### src/rtl/crt_pkg.sv
package crt_pkg;
    localparam int TMR_W = 16;

    typedef enum logic [1:0] {
        SEL_CNT  = 2'd0,
        SEL_RLD  = 2'd1,
        SEL_CTRL = 2'd2,
        SEL_NONE = 2'd3
    } sel_e;

    // bit 6 down to bit 0
    typedef struct packed {
        logic flag_ext;
        logic flag_ovf;
        logic updown;
        logic reload_mode;
        logic trig_en;
        logic counter_fn;
        logic run;
    } ctrl_t;

    localparam int CTRL_W = $bits(ctrl_t);

    typedef struct packed {
        logic [TMR_W-1:0] cnt;
        logic [TMR_W-1:0] rld;
        ctrl_t            ctrl;
    } state_t;
endpackage

### src/rtl/crt_prescaler.sv
module crt_prescaler #(
    parameter int DIV = 12
) (
    input  logic clk,
    input  logic rst_n,
    output logic tick
);
    localparam int PW = (DIV > 1) ? $clog2(DIV) : 1;

    logic [PW-1:0] ph_d, ph_q;

    always_comb begin
        tick = (ph_q == PW'(DIV - 1));
        ph_d = tick ? '0 : ph_q + PW'(1);
    end

    always_ff @(posedge clk) begin
        if (!rst_n) ph_q <= '0;
        else        ph_q <= ph_d;
    end

    generate
        if (DIV > 1) begin : g_spacing

            step_spacing_chk: assert property (@(posedge clk) disable iff (!rst_n)
                tick |=> !tick);
        end
    endgenerate
endmodule

### src/rtl/crt_pin_sampler.sv
module crt_pin_sampler #(
    parameter int N = 2
) (
    input  logic         clk,
    input  logic         rst_n,
    input  logic         tick,
    input  logic [N-1:0] pins,
    output logic [N-1:0] fall
);
    generate
        for (genvar i = 0; i < N; i++) begin : g_pin
            logic smp_d, smp_q;

            always_comb begin
                smp_d   = tick ? pins[i] : smp_q;
                fall[i] = tick & smp_q & ~pins[i];
            end

            always_ff @(posedge clk) begin
                if (!rst_n) smp_q <= 1'b0;
                else        smp_q <= smp_d;
            end


            fall_on_step_chk: assert property (@(posedge clk) disable iff (!rst_n)
                fall[i] |-> tick);
        end
    endgenerate
endmodule

### src/rtl/cap_reload_timer.sv
module cap_reload_timer
    import crt_pkg::*;
#(
    parameter int CLKS_PER_STEP = 12
) (
    input  logic              clk,
    input  logic              rst_n,
    input  logic              cnt_pin,
    input  logic              ex_pin,
    input  logic              wr_en,
    input  logic [1:0]        wr_sel,
    input  logic [TMR_W-1:0]  wr_data,
    output logic [TMR_W-1:0]  count_o,
    output logic [TMR_W-1:0]  reload_o,
    output logic [CTRL_W:0]   ctrl_o,
    output logic              irq_o
);
    localparam logic [TMR_W-1:0] MAXV = '1;

    logic       tick;
    logic [1:0] falls;
    state_t     s_d, s_q;
    logic       inc, trig, ud_op;
    logic       wr_cnt, wr_rld, wr_ctl;

    crt_prescaler #(.DIV(CLKS_PER_STEP)) i_presc (
        .clk   (clk),
        .rst_n (rst_n),
        .tick  (tick)
    );

    crt_pin_sampler #(.N(2)) i_smp (
        .clk   (clk),
        .rst_n (rst_n),
        .tick  (tick),
        .pins  ({ex_pin, cnt_pin}),
        .fall  (falls)
    );

    always_comb begin
        wr_cnt = wr_en && (wr_sel == SEL_CNT);
        wr_rld = wr_en && (wr_sel == SEL_RLD);
        wr_ctl = wr_en && (wr_sel == SEL_CTRL);
        ud_op  = s_q.ctrl.reload_mode && s_q.ctrl.updown;
        inc    = s_q.ctrl.counter_fn ? falls[0] : tick;
        trig   = falls[1] && s_q.ctrl.trig_en;

        s_d = s_q;
        if (tick && s_q.ctrl.run) begin
            if (!s_q.ctrl.reload_mode) begin
                if (inc) begin
                    s_d.cnt = s_q.cnt + TMR_W'(1);
                    if (s_q.cnt == MAXV) s_d.ctrl.flag_ovf = 1'b1;
                end
                if (trig) begin
                    s_d.rld           = s_q.cnt;
                    s_d.ctrl.flag_ext = 1'b1;
                end
            end else if (!s_q.ctrl.updown) begin
                if (inc && s_q.cnt == MAXV) begin
                    s_d.cnt           = s_q.rld;
                    s_d.ctrl.flag_ovf = 1'b1;
                end else if (trig) begin
                    s_d.cnt           = s_q.rld;
                    s_d.ctrl.flag_ext = 1'b1;
                end else if (inc) begin
                    s_d.cnt = s_q.cnt + TMR_W'(1);
                end
            end else if (inc) begin
                if (ex_pin) begin
                    if (s_q.cnt == MAXV) begin
                        s_d.cnt           = s_q.rld;
                        s_d.ctrl.flag_ovf = 1'b1;
                        s_d.ctrl.flag_ext = ~s_q.ctrl.flag_ext;
                    end else begin
                        s_d.cnt = s_q.cnt + TMR_W'(1);
                    end
                end else begin
                    if (s_q.cnt == s_q.rld) begin
                        s_d.cnt           = MAXV;
                        s_d.ctrl.flag_ovf = 1'b1;
                        s_d.ctrl.flag_ext = ~s_q.ctrl.flag_ext;
                    end else begin
                        s_d.cnt = s_q.cnt - TMR_W'(1);
                    end
                end
            end
        end

        if (wr_cnt) s_d.cnt  = wr_data;
        if (wr_rld) s_d.rld  = wr_data;
        if (wr_ctl) s_d.ctrl = ctrl_t'(wr_data[CTRL_W-1:0]);
    end

    always_ff @(posedge clk) begin
        if (!rst_n) s_q <= '0;
        else        s_q <= s_d;
    end

    assign count_o  = s_q.cnt;
    assign reload_o = s_q.rld;
    assign ctrl_o   = {1'b0, s_q.ctrl};
    assign irq_o    = s_q.ctrl.flag_ovf | (s_q.ctrl.flag_ext & ~ud_op);


    halt_hold_chk: assert property (@(posedge clk) disable iff (!rst_n)
        (!s_q.ctrl.run && !wr_en) |=> $stable(count_o) && $stable(reload_o) && $stable(ctrl_o));


    flag_hold_chk: assert property (@(posedge clk) disable iff (!rst_n)
        (s_q.ctrl.flag_ovf && !wr_ctl) |=> s_q.ctrl.flag_ovf);


    capture_step_chk: assert property (@(posedge clk) disable iff (!rst_n)
        (!s_q.ctrl.reload_mode && !wr_cnt && !wr_ctl) |=>
            (count_o == $past(count_o)) || (count_o == $past(count_o) + TMR_W'(1)));


    ud_ext_chk: assert property (@(posedge clk) disable iff (!rst_n)
        (ud_op && !wr_en && !s_q.ctrl.flag_ovf) |=> ($stable(s_q.ctrl.flag_ext) || s_q.ctrl.flag_ovf));


    ud_no_irq_chk: assert property (@(posedge clk) disable iff (!rst_n)
        (ud_op && !s_q.ctrl.flag_ovf) |-> !irq_o);
endmodule

### config.mk
export PLATFORM = sky130hd
export DESIGN_NAME = cap_reload_timer
export DESIGN_NICKNAME = d
export VERILOG_FILES = /design/src/rtl/crt_pkg.sv /design/src/rtl/crt_prescaler.sv /design/src/rtl/crt_pin_sampler.sv /design/src/rtl/cap_reload_timer.sv
export SDC_FILE = /design/constraint.sdc
export NUM_CORES = 1
export LEC_CHECK = 0
export CAP_MARGIN = 20
export CORE_ASPECT_RATIO = 1.75
export CORE_MARGIN = 2
export CORE_UTILIZATION = 30
export CTS_CLUSTER_SIZE = 28
export DETAILED_ROUTE_END_ITERATION = 7
export PLACE_DENSITY = 0.55
export SLEW_MARGIN = 20
export SYNTH_ARGS = -nofsm -noshare
export SYNTH_HDL_FRONTEND = slang
export SYNTH_HIERARCHICAL = 1
export SYNTH_SLANG_ARGS = --single-unit
### constraint.sdc
create_clock -name clk -period 2.8 [get_ports clk]
set_input_delay 0.56 -clock clk [delete_from_list [all_inputs] [get_ports clk]]
set_output_delay 0.56 -clock clk [all_outputs]
set_load 0.02 [all_outputs]
==> results.rst, run 1 <==
.. list-table::
   :header-rows: 1

   * - Metric
     - Value
   * - Setup TNS
     - 0 ns
   * - Leakage power summed over all cells
     - 0.00201 uW
   * - Share of cells above drive strength 1
     - 0.187
   * - Worst-case register-to-register setup slack
     - 0.32 ns
   * - Mean Syn Cell Area
     - 8.31 um^2
   * - Endpoint required time on the critical path
     - 2.97 ns
   * - Critical path's slowest cell
     - sky130_fd_sc_hd__dfxtp_1
   * - Wire length of the first global-routing pass
     - 22,600 um
   * - Number of placement rows
     - 55
   * - Wire per inst
     - 20.4 um
   * - Power share of the combinational group
     - 0.267
   * - Y dimension of the die
     - 156 um
   * - Die Width
     - 90.7 um
   * - Final worst-path setup slack
     - 0.319 ns
   * - Detail Route Antenna Nets
     - 0
   * - Clock skew after layout
     - 0.00692 ns
   * - Hold Violations, Final
     - 0
   * - Number of distinct library cells after synthesis
     - 74
   * - Ratio of final minimum period to clock period
     - 0.886
   * - Latest clock arrival within the worst-skew pair
     - 0.30 ns
   * - Transition at the pin with the smallest max-transition slack
     - 0.650 ns
   * - Most repeated library cell on the critical path
     - sky130_fd_sc_hd__buf_4
   * - Normalized max-slew margin
     - 0.566
   * - Instance area at placement
     - 4910 um^2
   * - Type of the most critical hold path
     - reg2reg
   * - Port-buffer cells
     - 62
   * - TritonRoute pass-1 iters
     - 5
   * - R2R Path End
     - count_o[4]$_SDFFE_PN0P_
   * - Max_cap viols
     - 0
   * - Number of setup violations in the final report
     - 0
   * - Number of CTS-inserted buffers
     - 5
   * - Clock tree from TritonCTS
     - yes
   * - Met2 track utilization from global routing
     - 0.390
   * - Nature of the critical path startpoint
     - register
   * - Depth of the worst register-to-register path
     - 11
   * - Setup repair after global routing missed its margin
     - false
   * - Reg clk slew, reported paths
     - 0.08 ns
   * - Vias
     - 4,062
   * - Starting DRC count in detailed routing
     - 225
   * - Via-to-Cell Ratio
     - 5.63
   * - Critical-path maximum fanout
     - 10
   * - Hold-fix buffer count after cts
     - 0
   * - Worst path bufs/invs
     - 3
   * - Cell breakdown of the critical path
     - ha_1, and3b_2, buf_4, mux2i_1, buf_4, buf_4, nor2_1, xnor2_1, o21ai_0, nor3_1, a21oi_1
   * - Number of placed cells counting well taps
     - 712
   * - Met1 track demand over resource in global routing
     - 0.216
   * - Worst EP arrival
     - 2.65 ns
   * - RR Startpoint
     - i_presc/ph_q[0]$_SDFF_PP0_
   * - Layout overhead on the synthesized area
     - 29.0%
   * - Number of enable-type register cells in the synthesized netlist
     - 0
   * - Synthesis warning total
     - 6
   * - Path length in cells of the critical path
     - 11
   * - Initial Utilization
     - 0.307
   * - Met3 track utilization from global routing
     - 0.0208
   * - Total power density per cell area
     - 368 nW/um^2
   * - Final weighted congestion in routability-driven placement
     - 0.982
   * - Yosys top cell area share
     - 0.228
   * - Top Usage Layer GRT
     - met2
   * - Post-Route WL
     - 14,700 um
   * - Clock network power share
     - 0.345
   * - Count of unresolved DRC violations after routing
     - 0
   * - HPWL reported at the end of detailed placement
     - 11,500 um
   * - Critical Path End Type
     - register
   * - Total number of clock tree sinks
     - 45
   * - Top delay family on crit path
     - simple AND/OR/NAND/NOR gates
   * - Cell area after technology mapping
     - 3950 um^2
   * - Commonest register cell after synthesis
     - sky130_fd_sc_hd__dfxtp_1
   * - Type of the worst setup path
     - reg2reg
   * - Time the worst path needs with I/O delays and setup
     - 2.48 ns
   * - Sequential fraction of the synthesis area
     - 0.228
   * - Worst supply voltage drop on vdd
     - 236 uV
   * - Outcome
     - finished clean
   * - Fin cells
     - 722
   * - Synth async-reset ratio
     - 0
   * - Boundary Pins
     - 64
   * - Post-synth net total
     - 501
   * - Endpoint of the worst setup timing path
     - count_o[4]$_SDFFE_PN0P_
   * - Maximum operating frequency
     - 0.403 GHz
   * - H-tree Lvls
     - 2
   * - Count of inserted antenna diode cells
     - 0
   * - Initial antenna violation count
     - 0
   * - Net switching power of the design
     - 628 uW
   * - Post-route design area
     - 5090 um^2
   * - Maximum cell stage delay along the critical path
     - 0.34 ns
   * - Main area contributors after synthesis
     - sky130_fd_sc_hd__dfxtp_1 (23%), sky130_fd_sc_hd__mux2i_1 (7.1%), sky130_fd_sc_hd__xor2_1 (6.9%), sky130_fd_sc_hd__xnor2_1 (4.7%), sky130_fd_sc_hd__nand2_1 (3.9%)
   * - Flop and latch count out of synthesis
     - 45
   * - Area of the die
     - 14,100 um^2
   * - Largest net degree at the start of global routing
     - 23
   * - Max Root-Sink Buffers
     - 2
   * - Global-route usage over all layers
     - 0.207
   * - CTS Root Buffer Type
     - sky130_fd_sc_hd__clkbuf_16
   * - Final nets
     - 576
   * - Number of global-route vias before repair
     - 4,049
   * - Max-slew violation total from the final report
     - 0
   * - Portion of total power attributed to sequential cells
     - 0.388
   * - Core Region
     - 12,900 um^2
   * - Net Sw Frac
     - 0.336
   * - Total internal power
     - 1240 uW
   * - GRT Residual Overflow
     - 0
   * - Pre-CTS setup slack
     - 0.191 ns
   * - Number of instances in the synthesized netlist
     - 475
   * - Beginning of the critical path
     - i_presc/ph_q[0]$_SDFF_PP0_
   * - Cell taking the most area after synthesis
     - sky130_fd_sc_hd__dfxtp_1
[metrics by stage]
step                      total power [uW]  utilization  hold WS [ns]
after global routing                  1950        0.396         0.521
after global placement                1230        0.382         0.455
after floorplan                       1030            -         0.443
final                                 1870        0.396         0.488
after CTS                             1900        0.394         0.491
after detailed placement              1240        0.382         0.481
[timing repair]
action / CTS / global route
resized for setup: 0 / 1
endpoints found under the hold margin: 0 / 0
setup buffers: 0 / 2
endpoints found under the setup margin: 0 / 1
[routing by layer]
layer  wire [um]  share of wire  vias up
met5           0              0        -
met4         784          0.053        0
met3         553          0.038       36
met2        7860           0.53      132
li1            -              -     1917
met1        5530           0.38     1977
[how the worst min path moves through the flow]
| stage | slack [ns] | start | depth (start not counted) | endpoint |
|---|---|---|---|---|
| detailed placement | 0.48 | i_presc/ph_q[0]$_SDFF_PP0_ | 1 | i_presc/ph_q[0]$_SDFF_PP0_ |
| finish | 0.49 | ctrl_o[0]$_SDFFE_PN0P_ | 2 | ctrl_o[0]$_SDFFE_PN0P_ |
| CTS | 0.49 | i_presc/ph_q[0]$_SDFF_PP0_ | 1 | i_presc/ph_q[0]$_SDFF_PP0_ |
| global route | 0.52 | i_presc/ph_q[0]$_SDFF_PP0_ | 1 | i_presc/ph_q[0]$_SDFF_PP0_ |
| global placement | 0.46 | i_presc/ph_q[0]$_SDFF_PP0_ | 1 | i_presc/ph_q[0]$_SDFF_PP0_ |
| floorplan | 0.44 | i_presc/ph_q[0]$_SDFF_PP0_ | 1 | i_presc/ph_q[0]$_SDFF_PP0_ |
[synth_stat cells, types with 5 or more instances]
| master | count |
|---|---|
| sky130_fd_sc_hd__nand2_1 | 41 |
| sky130_fd_sc_hd__clkbuf_1 | 21 |
| sky130_fd_sc_hd__mux2i_1 | 28 |
| sky130_fd_sc_hd__nand3_1 | 15 |
| sky130_fd_sc_hd__buf_4 | 7 |
| sky130_fd_sc_hd__dfxtp_1 | 45 |
| sky130_fd_sc_hd__nor3_1 | 14 |
| sky130_fd_sc_hd__xor2_1 | 31 |
| sky130_fd_sc_hd__nor2_1 | 35 |
| sky130_fd_sc_hd__a221o_1 | 6 |
| sky130_fd_sc_hd__nand4_1 | 8 |
| sky130_fd_sc_hd__a211oi_1 | 19 |
| sky130_fd_sc_hd__a221oi_1 | 9 |
| sky130_fd_sc_hd__buf_2 | 9 |
| sky130_fd_sc_hd__and3_1 | 6 |
| sky130_fd_sc_hd__xnor2_1 | 21 |
| sky130_fd_sc_hd__o21ai_0 | 5 |
| sky130_fd_sc_hd__a21oi_1 | 24 |
| sky130_fd_sc_hd__a31oi_1 | 7 |
| sky130_fd_sc_hd__nor2b_1 | 5 |
| sky130_fd_sc_hd__inv_1 | 8 |
| sky130_fd_sc_hd__o221ai_1 | 16 |
| sky130_fd_sc_hd__buf_6 | 6 |
[cells by family after synthesis]
family | synth area share
AND/OR/NAND/NOR | 0.252
AO/OA/AOI/OAI | 0.238
buffers and inverters | 0.0723
XOR/XNOR | 0.115
flip-flops | 0.228
multiplexers | 0.0834
adder cells (fa/ha/maj) | 0.00951
other | 0.000950
[final cells by class]
class	instances	area (um^2)
inverter	8	30.0
timing repair buffer	114	1010
sequential	45	901
clock buffer	5	125
fill	1342	7780
tap	171	214
multi-input combinational	376	2780
clock inverter	3	28.8
[tightest hold or removal path, delay by kind of cell, from the launching register on]
kind,cells,cell delay (ns)
flops,1,0.33
simple gates,1,0.06
compound gates,1,0.05
[registers in the layout, indices dropped and copies added (netlist names)]
name and flops:
reload_o 16, i_presc/ph_q 4, count_o 16, i_smp/g_pin.smp_q 2
ctrl_o 7
[power by group through the flow]
stage,registers [uW],clock network [uW],logic [uW]
2_1_floorplan,750,0,278
3_3_place_gp,739,0,494
3_5_place_dp,741,0,498
4_1_cts,726,672,500
5_1_grt,731,689,534
6_report,726,646,499
[cell usage in the layout (no fill, tap or decap), types with 3 or more instances in the layout]
cell / Yosys / final
sky130_fd_sc_hd__clkdlybuf4s50_1: 0 / 62
sky130_fd_sc_hd__buf_4: 7 / 52
sky130_fd_sc_hd__dfxtp_1: 45 / 45
sky130_fd_sc_hd__nand2_1: 41 / 41
sky130_fd_sc_hd__nor2_1: 35 / 35
sky130_fd_sc_hd__xor2_1: 31 / 31
sky130_fd_sc_hd__mux2i_1: 28 / 28
sky130_fd_sc_hd__a21oi_1: 24 / 24
sky130_fd_sc_hd__xnor2_1: 21 / 21
sky130_fd_sc_hd__a211oi_1: 19 / 19
sky130_fd_sc_hd__o221ai_1: 16 / 16
sky130_fd_sc_hd__nand3_1: 15 / 15
sky130_fd_sc_hd__nor3_1: 14 / 14
sky130_fd_sc_hd__a221oi_1: 9 / 9
sky130_fd_sc_hd__inv_1: 8 / 8
sky130_fd_sc_hd__nand4_1: 8 / 8
sky130_fd_sc_hd__and3_1: 6 / 6
sky130_fd_sc_hd__a221o_1: 6 / 6
sky130_fd_sc_hd__a31oi_1: 7 / 6
sky130_fd_sc_hd__nor2b_1: 5 / 5
sky130_fd_sc_hd__o21ai_0: 5 / 5
sky130_fd_sc_hd__clkbuf_16: 0 / 5
sky130_fd_sc_hd__nor3_2: 4 / 4
sky130_fd_sc_hd__and2_1: 4 / 4
sky130_fd_sc_hd__nor4_2: 4 / 4
sky130_fd_sc_hd__nor4_1: 4 / 4
sky130_fd_sc_hd__a21o_1: 3 / 3
sky130_fd_sc_hd__nand3_2: 3 / 3
sky130_fd_sc_hd__mux2_2: 3 / 3
sky130_fd_sc_hd__o221a_2: 3 / 3
sky130_fd_sc_hd__o31ai_1: 4 / 3
sky130_fd_sc_hd__o21bai_1: 3 / 3
sky130_fd_sc_hd__ha_1: 3 / 3
Power figures use the tool's default switching activity.
==> run 2, diff against run 1 <==
--- a/config.mk
+++ b/config.mk
@@ -7,11 +7,11 @@
 export LEC_CHECK = 0
 export CAP_MARGIN = 20
 export CORE_ASPECT_RATIO = 1.75
-export CORE_MARGIN = 2
 export CORE_UTILIZATION = 30
 export CTS_CLUSTER_SIZE = 28
 export DETAILED_ROUTE_END_ITERATION = 7
 export PLACE_DENSITY = 0.55
+export RECOVER_POWER = 100
 export SLEW_MARGIN = 20
 export SYNTH_ARGS = -nofsm -noshare
 export SYNTH_HDL_FRONTEND = slang
==> results.rst, run 2 (same netlist as run 1, synthesis figures left out) <==
.. list-table::
   :header-rows: 1

   * - Metric
     - Value
   * - Outcome
     - finished clean
   * - Endpoint required time on the critical path
     - 3.02 ns (+0.05 ns)
   * - Number of global-route vias before repair
     - 4,103 (+1.3%)
   * - Wire per inst
     - 20.6 um (+0.83%)
   * - HPWL reported at the end of detailed placement
     - 11,700 um (+1.6%)
   * - Clock tree from TritonCTS
     - yes
   * - Net Sw Frac
     - 0.323 (-0.0129)
   * - CTS Root Buffer Type
     - sky130_fd_sc_hd__clkbuf_16
   * - Depth of the worst register-to-register path
     - 10 (-1)
   * - Core Region
     - 12,900 um^2 (unchanged)
   * - Via-to-Cell Ratio
     - 5.59 (-0.56%)
   * - Endpoint of the worst setup timing path
     - count_o[14]$_SDFFE_PN0P_
   * - Starting DRC count in detailed routing
     - 214 (-4.9%)
   * - Wire length of the first global-routing pass
     - 22,800 um (+1.2%)
   * - Critical-path maximum fanout
     - 9 (-1)
   * - TritonRoute pass-1 iters
     - 4 (-1)
   * - Power share of the combinational group
     - 0.254 (-0.013)
   * - Initial antenna violation count
     - 0 (unchanged)
   * - Clock network power share
     - 0.375 (+0.030)
   * - Count of unresolved DRC violations after routing
     - 0 (unchanged)
   * - Most common cell after layout, fill and taps aside
     - sky130_fd_sc_hd__dfxtp_1
   * - Post_cts resized
     - 0 (unchanged)
   * - H-tree Lvls
     - 2 (unchanged)
   * - Detail Route Antenna Nets
     - 0 (unchanged)
   * - Setup repair after global routing missed its margin
     - false
   * - Leakage power summed over all cells
     - 0.00210 uW (+4.6%)
   * - Ratio of final minimum period to clock period
     - 0.932 (+0.0466)
   * - Max Root-Sink Buffers
     - 2 (unchanged)
   * - Hold Violations, Final
     - 0 (unchanged)
   * - Total number of clock tree sinks
     - 45 (unchanged)
   * - Port-buffer cells
     - 62 (unchanged)
   * - R2R Path End
     - count_o[14]$_SDFFE_PN0P_
   * - Final worst-path setup slack
     - 0.189 ns (-0.130 ns)
   * - Area of the die
     - 13,600 um^2 (-3.5%)
   * - Setup TNS
     - 0 ns (unchanged)
   * - Transition at the pin with the smallest max-transition slack
     - 1.19 ns (+0.542 ns)
   * - Pre-CTS setup slack
     - 0.191 ns (+0.000349 ns)
   * - Y dimension of the die
     - 154 um (-1.3%)
   * - Worst supply voltage drop on vdd
     - 191 uV (-19%)
   * - Hold Path Origin
     - ctrl_o[2]$_SDFFE_PN0P_
   * - Boundary Pins
     - 64 (unchanged)
   * - Highest-count cells in the layout ignoring fill and taps
     - sky130_fd_sc_hd__dfxtp_1 (45), sky130_fd_sc_hd__buf_4 (44), sky130_fd_sc_hd__nand2_1 (41), sky130_fd_sc_hd__dlygate4sd3_1 (41), sky130_fd_sc_hd__nor2_1 (35)
   * - Vias
     - 4,045 (-0.42%)
   * - Max_cap viols
     - 0 (unchanged)
   * - Number of CTS-inserted buffers
     - 5 (unchanged)
   * - Final nets
     - 577 (+0.17%)
   * - Largest net degree at the start of global routing
     - 23 (unchanged)
   * - Worst-case register-to-register setup slack
     - 0.19 ns (-0.13 ns)
   * - Clock skew after layout
     - 0.00848 ns (+0.00156 ns)
   * - Max-slew violation total from the final report
     - 0 (unchanged)
   * - Worst-case hold slack
     - 0.494 ns (+0.00555 ns)
   * - Time the worst path needs with I/O delays and setup
     - 2.61 ns (+0.130 ns)
   * - Total internal power
     - 1320 uW (+5.9%)
   * - Hold-fix buffer count after cts
     - 0 (unchanged)
   * - Critical Path End Type
     - register
   * - Share of cells above drive strength 1
     - 0.168 (-0.0185)
   * - Post-Route WL
     - 14,900 um (+0.97%)
   * - Normalized max-slew margin
     - 0.205 (-0.361)
   * - Final weighted congestion in routability-driven placement
     - 0.952 (-3.1%)
   * - Die Width
     - 88.7 um (-2.2%)
   * - Nature of the critical path startpoint
     - register
   * - Count of inserted antenna diode cells
     - 0 (unchanged)
   * - Reg clk slew, reported paths
     - 0.08 ns (about the same)
   * - Global-route usage over all layers
     - 0.225 (+0.0183)
   * - GRT Residual Overflow
     - 0 (unchanged)
   * - Layout overhead on the synthesized area
     - 28.2%
   * - Number of placement rows
     - 55 (unchanged)
   * - Post-CTS setup buffer count
     - 0 (unchanged)
   * - Portion of total power attributed to sequential cells
     - 0.371 (-0.017)
   * - RR Startpoint
     - i_presc/ph_q[0]$_SDFF_PP0_
   * - Utilization after layout
     - 0.393 (-0.00243)
   * - Beginning of the critical path
     - i_presc/ph_q[0]$_SDFF_PP0_
   * - Count of fill cells added during filler insertion
     - 1,379 (+2.8%)
   * - Number of setup violations in the final report
     - 0 (unchanged)
   * - Type of the worst setup path
     - reg2reg
   * - Type of the most critical hold path
     - reg2reg
   * - Maximum operating frequency
     - 0.383 GHz (-5.0%)
   * - Initial Utilization
     - 0.307 (unchanged)
   * - Total power density per cell area
     - 384 nW/um^2 (+4.5%)
   * - Latest clock arrival within the worst-skew pair
     - 0.30 ns (about the same)
   * - Net switching power of the design
     - 627 uW (-0.12%)
   * - Worst EP arrival
     - 2.83 ns (+0.18 ns)
[run 2: how the worst min path moves through the flow]
stage,endpoint,slack (ns),cells past startpoint
5_1_grt,i_presc/ph_q[0]$_SDFF_PP0_,0.51,1
2_1_floorplan,i_presc/ph_q[0]$_SDFF_PP0_,0.44,1
3_5_place_dp,i_presc/ph_q[0]$_SDFF_PP0_,0.48,1
4_1_cts,i_presc/ph_q[0]$_SDFF_PP0_,0.49,1
6_report,ctrl_o[2]$_SDFFE_PN0P_,0.49,2
3_3_place_gp,i_presc/ph_q[0]$_SDFF_PP0_,0.45,1
[run 2: per-layer routing]
layer,GRT usage,vias up,wire [um]
met5,0,-,0
met4,0.148,0,818
met3,0.0338,38,536
met2,0.401,106,8030
met1,0.235,1979,5480
li1,-,1922,-
[run 2: layout make-up]
| cell class | count | area, um^2 | share of cell area |
|---|---|---|---|
| Clock inverter | 3 | 47.5 | 0.00940 |
| Inverter | 8 | 30.0 | 0.00594 |
| Tap cell | 171 | 214 | 0.0423 |
| Multi-Input combinational cell | 376 | 2760 | 0.545 |
| Clock buffer | 5 | 125 | 0.0247 |
| Sequential cell | 45 | 901 | 0.178 |
| Timing Repair Buffer | 115 | 986 | 0.195 |
[run 2: per-stage QoR]
| stage | power (uW) | area [um^2] | std cells |
|---|---|---|---|
| after floorplan | 1030 | 3950 | 475 |
| after global placement | 1240 | 4940 | 715 |
| after detailed placement | 1240 | 4940 | 715 |
| after CTS | 1980 | 5110 | 723 |
| after global routing | 2020 | 5060 | 723 |
| final | 1940 | 5060 | 723 |
[run 2: worst max-delay path: stages (launching register included)]
cell	delay, ns
sky130_fd_sc_hd__dfxtp_1	0.38
sky130_fd_sc_hd__ha_1	0.22
sky130_fd_sc_hd__and3b_2	0.31
sky130_fd_sc_hd__nand2_1	0.07
sky130_fd_sc_hd__nor2_1	0.13
sky130_fd_sc_hd__mux2_2	0.31
sky130_fd_sc_hd__nand4_1	0.17
sky130_fd_sc_hd__o2bb2ai_4	0.29
sky130_fd_sc_hd__o21bai_1	0.30
sky130_fd_sc_hd__a221oi_1	0.15
sky130_fd_sc_hd__a21oi_1	0.20
[run 2: power groups by stage]
stage          sequential (uW)  combinational, uW  clock (uW)
6_report                   721                494         729
5_1_grt                    726                531         765
4_1_cts                    721                510         745
3_5_place_dp               736                508           0
3_3_place_gp               734                503           0
2_1_floorplan              750                278           0
==> run 3, diff against run 2 <==
--- a/config.mk
+++ b/config.mk
@@ -5,6 +5,7 @@
 export SDC_FILE = /design/constraint.sdc
 export NUM_CORES = 1
 export LEC_CHECK = 0
+export ABC_CLOCK_PERIOD_IN_PS = 2800
 export CAP_MARGIN = 20
 export CORE_ASPECT_RATIO = 1.75
 export CORE_UTILIZATION = 30
==> results of run 3 <==
No change in the layout: final DEF, timing and power equal those of run 2.
